[config.mk]
export PLATFORM = sky130hd
export DESIGN_NAME = coarse_code_search
export DESIGN_NICKNAME = d
export VERILOG_FILES = /design/src/rtl/coarse_code_search.sv
export SDC_FILE = /design/constraint.sdc
export NUM_CORES = 1
export LEC_CHECK = 0
export CORE_ASPECT_RATIO = 0.75
export CORE_MARGIN = 2
export CORE_UTILIZATION = 35
export DETAILED_ROUTE_END_ITERATION = 7
export PLACE_DENSITY_LB_ADDON = 0.3
export SLEW_MARGIN = 20
export SYNTH_ARGS = -nofsm -noshare
export SYNTH_HDL_FRONTEND = slang
export SYNTH_SLANG_ARGS = --single-unit
[constraint.sdc]
create_clock -name clk -period 5.8 [get_ports clk]
set_clock_uncertainty 0.1 [all_clocks]
set_input_delay 1.16 -clock clk [delete_from_list [all_inputs] [get_ports clk]]
set_output_delay 1.16 -clock clk [all_outputs]
set_load 0.01 [all_outputs]
[src/rtl/coarse_code_search.sv]
module coarse_code_search #(
  parameter int CODE_W = 10,
  parameter int LOW_W  = 4,
  parameter int CNT_W  = 4
) (
  input  logic              clk,
  input  logic              rst_n,
  input  logic              start_go,
  input  logic              late,
  input  logic              pd_up,
  input  logic              pd_dn,
  input  logic [CNT_W-1:0]  settle_len,
  input  logic [CNT_W-1:0]  lock_len,
  output logic [CODE_W-1:0] code_o,
  output logic              busy,
  output logic              locked,
  output logic              range_err
);
  localparam int IDX_W = $clog2(CODE_W);
  localparam logic [LOW_W-1:0] LOW_MAX = {LOW_W{1'b1}};
  localparam logic [IDX_W-1:0] TOP_IDX = IDX_W'(CODE_W - 1);

  logic [CODE_W-1:0] code_q;
  logic              busy_q, lock_q, err_q, pd_q;
  logic [IDX_W-1:0]  idx_q;
  logic [CNT_W-1:0]  wait_q, agree_q, need;
  logic              tick, agree, at_top, at_bot;

  assign tick   = wait_q >= settle_len;
  assign need   = (lock_len == '0) ? CNT_W'(1) : lock_len;
  assign agree  = pd_up == pd_dn;
  assign at_top = code_q[LOW_W-1:0] == LOW_MAX;
  assign at_bot = code_q[LOW_W-1:0] == '0;

  assign code_o    = code_q;
  assign busy      = busy_q;
  assign locked    = lock_q;
  assign range_err = err_q;

  always_ff @(posedge clk or negedge rst_n) begin
    if (!rst_n) begin
      code_q  <= '0;
      busy_q  <= 1'b0;
      lock_q  <= 1'b0;
      err_q   <= 1'b0;
      pd_q    <= 1'b0;
      idx_q   <= '0;
      wait_q  <= '0;
      agree_q <= '0;
    end else if (!busy_q) begin
      if (start_go) begin
        code_q  <= '0;
        code_q[CODE_W-1] <= 1'b1;
        busy_q  <= 1'b1;
        lock_q  <= 1'b0;
        err_q   <= 1'b0;
        pd_q    <= 1'b0;
        idx_q   <= TOP_IDX;
        wait_q  <= '0;
        agree_q <= '0;
      end
    end else if (!tick) begin
      wait_q <= wait_q + 1'b1;
    end else begin
      wait_q <= '0;
      if (!pd_q) begin
        if (late) code_q[idx_q] <= 1'b0;
        if (idx_q == '0) begin
          pd_q <= 1'b1;
        end else begin
          code_q[idx_q - 1'b1] <= 1'b1;
          idx_q <= idx_q - 1'b1;
        end
      end else if (agree) begin
        agree_q <= agree_q + 1'b1;
        if (agree_q + 1'b1 >= need) begin
          lock_q <= 1'b1;
          busy_q <= 1'b0;
        end
      end else begin
        agree_q <= '0;
        if (pd_up) begin
          if (at_top) err_q <= 1'b1;
          else code_q <= code_q + 1'b1;
        end else begin
          if (at_bot) err_q <= 1'b1;
          else code_q <= code_q - 1'b1;
        end
      end
    end
  end
endmodule


==> impl_metrics.json <==
{
  "cts_tree": "done",
  "critical_path.max_stage_delay_ns": 0.63,
  "dieWidth_um": 96.2,
  "power_mw": 1.31,
  "fp-row-count": 25,
  "place_worst_setup_slack_ns": 1.76,
  "firstDrtPassIters": 4,
  "cp-start-kind": "input port",
  "hpwl_mm": 4.05,
  "wire_per_inst_um": 15.5,
  "design_area_um2": 2630,
  "place_area_um2": 2560,
  "postCtsSetupBuffers": 0,
  "io_pins": 27,
  "p_leak_nw": 1.19,
  "finalCritPeriodShare_pct": 65.5,
  "antenna_found_initial": 0,
  "max-clock-path-buffers": 2,
  "timing.rr.end": "locked",
  "cts_resized": 0,
  "layout_common_cells": "dfrtp_1 (26), clkdlybuf4s50_1 (26), ha_1 (23)",
  "avgSynthCellArea_um2": 9.15,
  "grt_max_degree": 27,
  "hold_viol_final": 0,
  "seq_power_share_pct": 28.9,
  "wirelength_mm": 5.39,
  "cp_max_fo": 10,
  "tightest_slew_ns": 0.758,
  "reg2reg_slack_ns": 3.05,
  "p_comb_share_pct": 59.3,
  "clk_latency_ns": 0.28,
  "crit_required_ns": 5.88,
  "max-slew-margin-rel_pct": 49.0,
  "cp_data_arrival_time_ns": 3.88,
  "cts-buffers-inserted": 3,
  "placedCellCount": 344,
  "viasPerCell": 5.45,
  "max_cap_violations": 0,
  "postRouteAntennaNets": 0,
  "gp_congestion": 0.877,
  "core-area_um2": 6220,
  "endpoint_kind": "flip-flop",
  "ys_types": 64,
  "period_needed_ns": 3.80,
  "clock_tree.htree_level_count": 1,
  "fmax_mhz": 263,
  "yosys_register_bits": 26,
  "worstSetupStartpoint": "pd_up",
  "drc_errors": 0,
  "diodes": 0,
  "outcome": "completed",
  "final_cells": 348,
  "hold_ws_ns": 0.409,
  "final_util_pct": 42.3,
  "syn_to_final_growth_pct": 18.0,
  "hold_class": "reg -> reg",
  "setup_tns_ns": 0,
  "synth-main-ff-cell": "dfrtp_1",
  "grt_pass1_vias": 1703,
  "r2r_start": "busy",
  "syn_area_um2": 2230,
  "power_frac_clock_pct": 11.9,
  "grt_overflow": 0,
  "grt_first_pass_wirelength_mm": 8.76,
  "slew_viol_final": 0,
  "critPathKind": "in -> reg",
  "placement.io_buffers": 26,
  "ys_seq_area_share_pct": 29.1,
  "holdBufCountCts": 0,
  "drtIter0Drc": 111,
  "syn_inst": 244,
  "p_int_mw": 0.725,
  "synth_warnings": 0,
  "swShare_pct": 44.8,
  "r2r_cells": 5,
  "syn_nets": 282,
  "p_per_area_nw_per_um2": 499,
  "slowest_stage": "clkdlybuf4s50_1",
  "cts-root-buf": "clkbuf_8",
  "synth_edf_count": 0,
  "drive_above_1_share_pct": 8.99,
  "clkTransAtPathRegs_ns": 0.10,
  "clkSinkCount": 26,
  "vias": 1895,
  "grt_setup_unrepaired": "false",
  "ir_drop_uv": 160,
  "grtUsageTotal_pct": 16.3,
  "switching_power_mw": 0.589,
  "crit_end": "code_o[9]",
  "cp_cell_sequence": "clkdlybuf4s50_1 -> inv_1 -> ha_1 -> a21oi_2 -> a21boi_1 -> a221o_1 -> a31oi_4 -> mux2i_1 -> a2111oi_2",
  "nets": 306,
  "start_util_pct": 35.9,
  "fp.dieH_um": 73.2,
  "die-area_um2": 7040,
  "setup_ws_ns": 2.00,
  "setup_viol": 0,
  "synthArstFlopShare_pct": 100
}
## worst min-delay path by stage
| stage | endpoint | startpoint | cells past startpoint | slack (ns) |
|---|---|---|---|---|
| CTS | locked | locked | 1 | 0.42 |
| global placement | locked | locked | 1 | 0.39 |
| detailed placement | locked | locked | 1 | 0.39 |
| global route | locked | locked | 1 | 0.45 |
| floorplan | agree_q[3] | agree_q[3] | 1 | 0.39 |
| finish | locked | locked | 1 | 0.41 |
## critical path, delay by kind of cell
kind	cells	cell delay, ns
muxes	1	0.12
AOI/OAI and AO/OA	5	1.29
adders and majority gates	1	0.42
buffers and inverters	2	0.88
## synth_stat cells, drive strengths merged (4+ instances only)
cell	count	area, µm²
a21o	6	45.0
o21ai	13	65.1
nand2	22	82.6
nand2b	7	51.3
nor2b	4	25.0
nor3	5	25.0
nand3	11	55.1
a221oi	6	52.6
o31ai	5	37.5
a21oi	11	58.8
dfrtp	26	651
o21a	7	52.6
inv	17	63.8
nor2	12	47.6
clkbuf	5	18.8
ha	23	288
## flip-flops by register name (all words and copies together), names as in the netlist
signal	flops
agree_q	4
busy	1
code_o	10
idx_q	4
locked	1
pd_q	1
range_err	1
wait_q	4
## cells by family (layout without fill, tap and decap cells)
group | after synthesis | in the layout | share of synthesized area [%]
AOI/OAI and AO/OA | 77 | 77 | 28.4
xor gates and xnor gates | 6 | 6 | 2.35
adders and majority gates | 24 | 24 | 13.8
buffers and inverters | 26 | 49 | 4.76
DFF | 26 | 26 | 29.1
muxes | 4 | 4 | 1.85
and+or+nand+nor | 81 | 81 | 19.7
## power by group through the flow
stage                     Clock, mW  Sequential (mW)  Combinational, mW
after floorplan                   0            0.346              0.585
after global placement            0            0.384              0.764
after detailed placement          0            0.384              0.772
after CTS                     0.163            0.380              0.780
after global routing          0.171            0.397              0.865
final                         0.156            0.379              0.779
## layout make-up
cell class / instances / area, µm²
Clock buffer: 3 / 41.3
Timing Repair Buffer: 27 / 268
Sequential cell: 26 / 651
Inverter: 18 / 67.6
Fill cell: 604 / 3590
Tap cell: 81 / 101
Clock inverter: 1 / 30.0
Multi-Input combinational cell: 192 / 1480
## routing by layer
layer	track usage, %	share of wire [%]	wire length, µm	up-vias
met5	0	0	0	-
met4	4.92	1.3	68	0
met3	3.20	6.8	365	7
met2	21.1	40	2140	60
met1	26.5	52	2810	870
li1	-	-	-	958
No activity file was read; power rests on OpenSTA's default activity.
